--- config.mk ---
export PLATFORM = sky130hd
export DESIGN_NAME = oneshot_timer
export DESIGN_NICKNAME = d
export VERILOG_FILES = /design/src/rtl/oneshot_timer_pkg.sv /design/src/rtl/oneshot_trig_sync.sv /design/src/rtl/oneshot_pulse_cnt.sv /design/src/rtl/oneshot_timer.sv
export SDC_FILE = /design/constraint.sdc
export NUM_CORES = 1
export LEC_CHECK = 0
export BUFFER_PORTS_ARGS = -buffer_cell sky130_fd_sc_hd__buf_2
export CORE_UTILIZATION = 48
export CTS_BUF_LIST = sky130_fd_sc_hd__clkbuf_8
export DETAILED_ROUTE_END_ITERATION = 16
export GPL_TIMING_DRIVEN = 0
export PLACE_DENSITY_LB_ADDON = 0.25
export SYNTH_ARGS = -nofsm -noshare
export SYNTH_HDL_FRONTEND = slang
export SYNTH_SLANG_ARGS = --single-unit
--- constraint.sdc ---
create_clock -name clk -period 3.8 [get_ports clk]
set_input_delay 0.95 -clock clk [delete_from_list [all_inputs] [get_ports clk]]
set_output_delay 0.95 -clock clk [all_outputs]
set_load 0.05 [all_outputs]
--- src/rtl/oneshot_timer_pkg.sv ---
package oneshot_timer_pkg;

   localparam logic [1:0] MODE_SINGLE = 2'b10;
   localparam logic [1:0] IO_SINGLE   = 2'b11;

   typedef enum logic {
      RUN_IDLE   = 1'b0,
      RUN_ACTIVE = 1'b1
   } run_state_t;

   function automatic logic single_mode(input logic [1:0] mode, input logic [1:0] io);
      return (mode == MODE_SINGLE) && (io == IO_SINGLE);
   endfunction

endpackage

--- src/rtl/oneshot_trig_sync.sv ---
module oneshot_trig_sync #(
   parameter int STAGES = 2
) (
   input  logic clk,
   input  logic rst_n,
   input  logic pin_i,
   output logic rise_o
);

   logic [STAGES:0] sh_q;

   initial begin
      if (STAGES < 2) $fatal(1, "oneshot_trig_sync: STAGES must be at least 2");
   end

   for (genvar g = 0; g <= STAGES; g++) begin : g_stage
      if (g == 0) begin : g_first
         always_ff @(posedge clk or negedge rst_n) begin
            if (!rst_n) sh_q[0] <= 1'b0;
            else        sh_q[0] <= pin_i;
         end
      end else begin : g_next
         always_ff @(posedge clk or negedge rst_n) begin
            if (!rst_n) sh_q[g] <= 1'b0;
            else        sh_q[g] <= sh_q[g-1];
         end
      end
   end

   assign rise_o = sh_q[STAGES-1] & ~sh_q[STAGES];

endmodule

--- src/rtl/oneshot_pulse_cnt.sv ---
module oneshot_pulse_cnt #(
   parameter int CNT_W = 8
) (
   input  logic             clk,
   input  logic             rst_n,
   input  logic             restart_i,
   input  logic             adv_i,
   input  logic [CNT_W-1:0] cmp_i,
   output logic [CNT_W-1:0] cnt_o,
   output logic             match_o
);

   localparam logic [CNT_W-1:0] ONE = {{(CNT_W-1){1'b0}}, 1'b1};

   initial begin
      if (CNT_W < 2) $fatal(1, "oneshot_pulse_cnt: CNT_W must be at least 2");
   end

   always_ff @(posedge clk or negedge rst_n) begin
      if (!rst_n)         cnt_o <= '0;
      else if (restart_i) cnt_o <= '0;
      else if (adv_i)     cnt_o <= cnt_o + ONE;
   end

   assign match_o = adv_i && (cnt_o == cmp_i);

endmodule

--- src/rtl/oneshot_timer.sv ---
module oneshot_timer
   import oneshot_timer_pkg::*;
#(
   parameter int CNT_W       = 8,
   parameter int SYNC_STAGES = 2
) (
   input  logic             clk,
   input  logic             rst_n,
   input  logic             tick_i,
   input  logic [1:0]       mode_i,
   input  logic [1:0]       io_sel_i,
   input  logic [CNT_W-1:0] cmpa_i,
   input  logic [CNT_W-1:0] period_i,
   input  logic             cclr_sel_i,
   input  logic             sw_set_i,
   input  logic             sw_clr_i,
   input  logic             trig_i,
   input  logic             pol_inv_i,
   input  logic             irq_clr_i,
   output logic             pulse_o,
   output logic             pulse_n_o,
   output logic             irq_o
);

   run_state_t       run_q;
   logic             sel;
   logic             active;
   logic             trig_rise;
   logic             start;
   logic             stop;
   logic             adv;
   logic             match;
   logic [CNT_W-1:0] cnt_q;
   logic             unused_ign;

   assign unused_ign = ^{period_i, cclr_sel_i};

   oneshot_trig_sync #(.STAGES(SYNC_STAGES)) u_sync (
      .clk    (clk),
      .rst_n  (rst_n),
      .pin_i  (trig_i),
      .rise_o (trig_rise)
   );

   assign sel    = single_mode(mode_i, io_sel_i);
   assign active = (run_q == RUN_ACTIVE);
   assign start  = sel && !active && (sw_set_i || trig_rise);
   assign adv    = active && tick_i;

   oneshot_pulse_cnt #(.CNT_W(CNT_W)) u_cnt (
      .clk       (clk),
      .rst_n     (rst_n),
      .restart_i (start),
      .adv_i     (adv),
      .cmp_i     (cmpa_i),
      .cnt_o     (cnt_q),
      .match_o   (match)
   );

   assign stop = active && (sw_clr_i || match);

   always_ff @(posedge clk or negedge rst_n) begin
      if (!rst_n)     run_q <= RUN_IDLE;
      else if (!sel)  run_q <= RUN_IDLE;
      else if (start) run_q <= RUN_ACTIVE;
      else if (stop)  run_q <= RUN_IDLE;
   end

   always_ff @(posedge clk or negedge rst_n) begin
      if (!rst_n)         irq_o <= 1'b0;
      else if (match)     irq_o <= 1'b1;
      else if (irq_clr_i) irq_o <= 1'b0;
   end

   assign pulse_o   = active ^ pol_inv_i;
   assign pulse_n_o = ~pulse_o;

endmodule

== Word-level counts from Yosys, hierarchy flattened ==
Cells that the tools add are included.
Storage, ports and cells
  register bits after elaboration: 13
  input bits: 29
  output and inout bits: 3
  logic and storage cells: 33
Operators by class
  add/sub/neg operators: 1
  equal/unequal tests: 4
  mux-type cells: 7
  bitwise gates (word level): 4
  reduce and logical (&&, ||, !) cells: 11
Operators with widths (count)
  2-to-1 mux 8 bit: 2
  adder 8 x 1 -> 8 bit, second input constant: 1
  equality test 8 bit: 1
  logical AND 1 bit: 6
  2-to-1 mux 1 bit: 5
  equality test 2 bit, second input constant: 2
  nonzero test 2 bit: 2
  != test 3 x 1 -> 1 bit, second input constant: 1
  logical OR 1 bit: 2
  inverter 1 bit: 2
  bitwise AND 1 bit: 1
  logical NOT 1 bit: 1
  XOR 1 bit: 1

== Logic depth before layout (Yosys ltp) ==
  depth in word-level cells: 7
  gate-level depth with buffers: 5
  depth with buffers taken out: 5

== Hierarchy ==
A second synthesis with hierarchy kept.
Second synthesis, totals
  cell total of the unflattened synthesis: 65
  area, all modules: 686.9 µm²
By module, submodules not included
  oneshot_pulse_cnt: times used 1, cells an instance 49, area an instance 476.7 µm², sequential area each 200.2 µm²
  oneshot_timer: times used 1, cells an instance 12, area an instance 121.4 µm², sequential area each 50.0 µm²
  oneshot_trig_sync: times used 1, cells an instance 4, area an instance 88.8 µm², sequential area each 75.1 µm²

== Worst setup path before layout ==
No wires, ideal clock.
  kind: input -> output
  start point: input port pol_inv_i
  end point: output port pulse_n_o
  data arrival time: 2.218 ns
  required time: 2.850 ns
  slack: 0.632 ns
  cell stages on the path: 2
  buffers on the path: 0
  cell sequence: xor2_1 > inv_1
Between the ends
  word-level cells in the longest chain between the ends: 2
Ends and longest elaborated chain
  start, declared: RTL line oneshot_timer.sv:18  | input logic pol_inv_i,
  XOR 1 bit: RTL line oneshot_timer.sv:75  | assign pulse_o = active ^ pol_inv_i;
  inverter 1 bit: RTL line oneshot_timer.sv:76  | assign pulse_n_o = ~pulse_o;
  end, declared: RTL line oneshot_timer.sv:21  | output logic pulse_n_o,
Every way passes these cells.

== Final worst setup path ==
  start point: input port pol_inv_i
  end point: output port pulse_o
Between the ends
  word-level cells in the longest chain between the ends: 1
Ends and longest elaborated chain
  XOR 1 bit: RTL line oneshot_timer.sv:75
  end, declared: RTL line oneshot_timer.sv:20  | output logic pulse_o,
Every way passes these cells.

==> out/results.tsv <==
metric	value	unit
Filler cells	100	
IO Port Bufs	22	
PostCTS Resize Cnt	0	
HP Class	reg -> reg	
synth unique cells	23	
Max stage delay on crit path	0.29	ns
drt first pass iters	3	
Crit Reg-Reg Endpoint	active	
first-pass GRT wire length	1900	µm
Detail Placement HPWL	978	µm
commonest non-fill, non-tap cell in the layout	buf_2	
Worst Setup EP	pulse_o	
Worst Tran Pin Value	0.415	ns
htree depth	1	
Final #Nets	123	
Crit Path Max Fanout	2	
count of pins over their slew limit	0	
IO Count	32	
FF-to-FF path depth	4	
startpoint types	input pin	
critical path type	in -> out	
reg2reg setup slack	2.47	ns
antenna fix cells	0	
DR WL/cell	11.3	µm
Pwr Density	362	nW/µm²
pin count of the biggest net entering global routing	14	
most frequent cells in the layout	buf_2 (22), dfrtp_1 (13), xor2_1 (9)	
Longest Clk Path Bufs	2	
Critical R2R Launch	u_cnt.cnt_o[0]	
layout cells sized above 1	0.315	
Synth Area per Inst	10.4	µm²
clk_lat worst skew	0.24	ns
Std-Cell Rows	13	
FF+latch count, synth	13	
overall power	0.312	mW
initial antenna violation count	0	
worst endpoint required time	2.85	ns
crit-path cells	buf_2, xor2_1, buf_2	
Total Routed Length	1210	µm
Slew HR	0.722	
post-route cell area	861	µm²
Max Cap Viol	0	
Post-Syn Area	686	µm²
# DRC	0	
synthesized instance count	66	
vias in the first global route	497	
clock slew at reported path FFs	0.05	ns
Hold-fix buffers, CTS	0	
global placement routability congestion	0.747	
CTS tree	built	
clock root buffer	clkbuf_8	
post-route ant nets	0	
via/cell ratio	5.06	
Seq/Total Area, Yosys	0.474	
area post-placement	815	µm²
Final min period	2.44	ns
Finish-stage setup viols	0	
Ys Warns	0	
Core Footprint	1320	µm²
Layout area overhead	25.5	%
Critical Path Start	pol_inv_i	
post-CTS setup buffer count	0	
clock skew	0.00218	ns
Die H	39.8	µm
initial cell density of the core	0.520	
period utilisation layout	0.642	
Syn Nets	96	
Setup crit end kind	output pin	
Iter 0 DRT Violations	9	
status	complete, no violations	
RSZ-0062 raised after global routing	no	
CTS buffer count	3	
final hold vios	0	
Die X	39.8	µm
clock sink count	13	
most frequent CP cell	buf_2	
leakage	0.437	nW
slowest CP cell	buf_2	
Setup TNS Final	0	ns
fmax	410	MHz
worst vdd ir	0.000315	V
All-Layer GR Usage	0.191	
via count	541	
CP Data Arrival Time	1.49	ns
die area	1580	µm²
grt total ovfl	0	
power by group:
part,internal [mW],switching (mW),leakage [nW]
Sequential,0.145,0.00674,0.173
Clock,0.0723,0.0478,0.0255
Combinational,0.0181,0.0220,0.238
Total,0.235,0.0766,0.437
cells in the mapped netlist (all sizes together):
master	number	area, µm²
a211oi	1	20.0
a21o	1	7.51
a21oi	2	10.0
and2	1	6.26
buf	1	7.51
dfrtp	13	325
ha	1	12.5
inv	3	11.3
nand2	6	22.5
nand2b	1	6.26
nand3	2	10.0
nand3b	1	7.51
nand4	2	12.5
nand4b	1	23.8
nor2	5	18.8
nor3	3	15.0
nor3b	1	7.51
nor4	1	6.26
o21ai	4	20.0
o2bb2ai	1	8.76
or3	2	12.5
xnor2	4	35.0
xor2	9	78.8
logic make-up (layout without fill, tap and decap cells):
| logic type | Yosys count | in the layout | share of synthesized area |
|---|---|---|---|
| AOI/OAI and AO/OA | 9 | 9 | 0.0967 |
| xor gates and xnor gates | 13 | 13 | 0.166 |
| adders and majority gates | 1 | 1 | 0.0182 |
| buffers and inverters | 4 | 30 | 0.0274 |
| DFF | 13 | 13 | 0.474 |
| and+or+nand+nor | 26 | 26 | 0.217 |
layout make-up:
cell class              count  area [µm²]  share of cell area
inverters                   3        11.3              0.0131
plain buffers               1        7.51             0.00872
repair buffers             22         110               0.128
well taps                  15        18.8              0.0218
clock buffers               3        41.3              0.0480
flip-flops and latches     13         325               0.378
multi-input cells          49         342               0.397
clock inverters             1        5.00             0.00581
metrics by stage:
step | hold WS, ns | setup WS [ns] | utilization | instances
after detailed placement | 0.342 | 1.35 | 0.618 | 103
after CTS | 0.362 | 1.35 | 0.653 | 107
after floorplan | 0.331 | 0.632 | - | 66
after global routing | 0.370 | 1.32 | 0.653 | 107
after global placement | 0.341 | 1.37 | 0.618 | 103
final | 0.359 | 1.36 | 0.653 | 107
registers in the layout, summed over array words and instances, names as in the netlist:
register	cells
u_sync.sh_q	3
irq_o	1
active	1
u_cnt.cnt_o	8
routing by layer:
layer / up-vias / wire, µm / GRT usage
met4: 0 / 14 / 0.112
met5: - / 0 / 0
met3: 2 / 50 / 0.0852
met1: 253 / 521 / 0.196
met2: 10 / 622 / 0.316
li1: 276 / - / -
worst min path at each step:
stage / startpoint / end / cells past startpoint
after floorplan: u_sync.sh_q[0] / u_sync.sh_q[1] / 0
after global placement: u_sync.sh_q[0] / u_sync.sh_q[1] / 0
after detailed placement: u_sync.sh_q[0] / u_sync.sh_q[1] / 0
after CTS: u_sync.sh_q[0] / u_sync.sh_q[1] / 0
after global routing: u_sync.sh_q[0] / u_sync.sh_q[1] / 0
final: u_sync.sh_q[0] / u_sync.sh_q[1] / 0
worst max-delay path, delay by kind of cell:
kind / cells / cell delay, ns
buf+inv: 2 / 0.39
xor+xnor: 1 / 0.15
No activity file was read; power rests on OpenSTA's default activity.
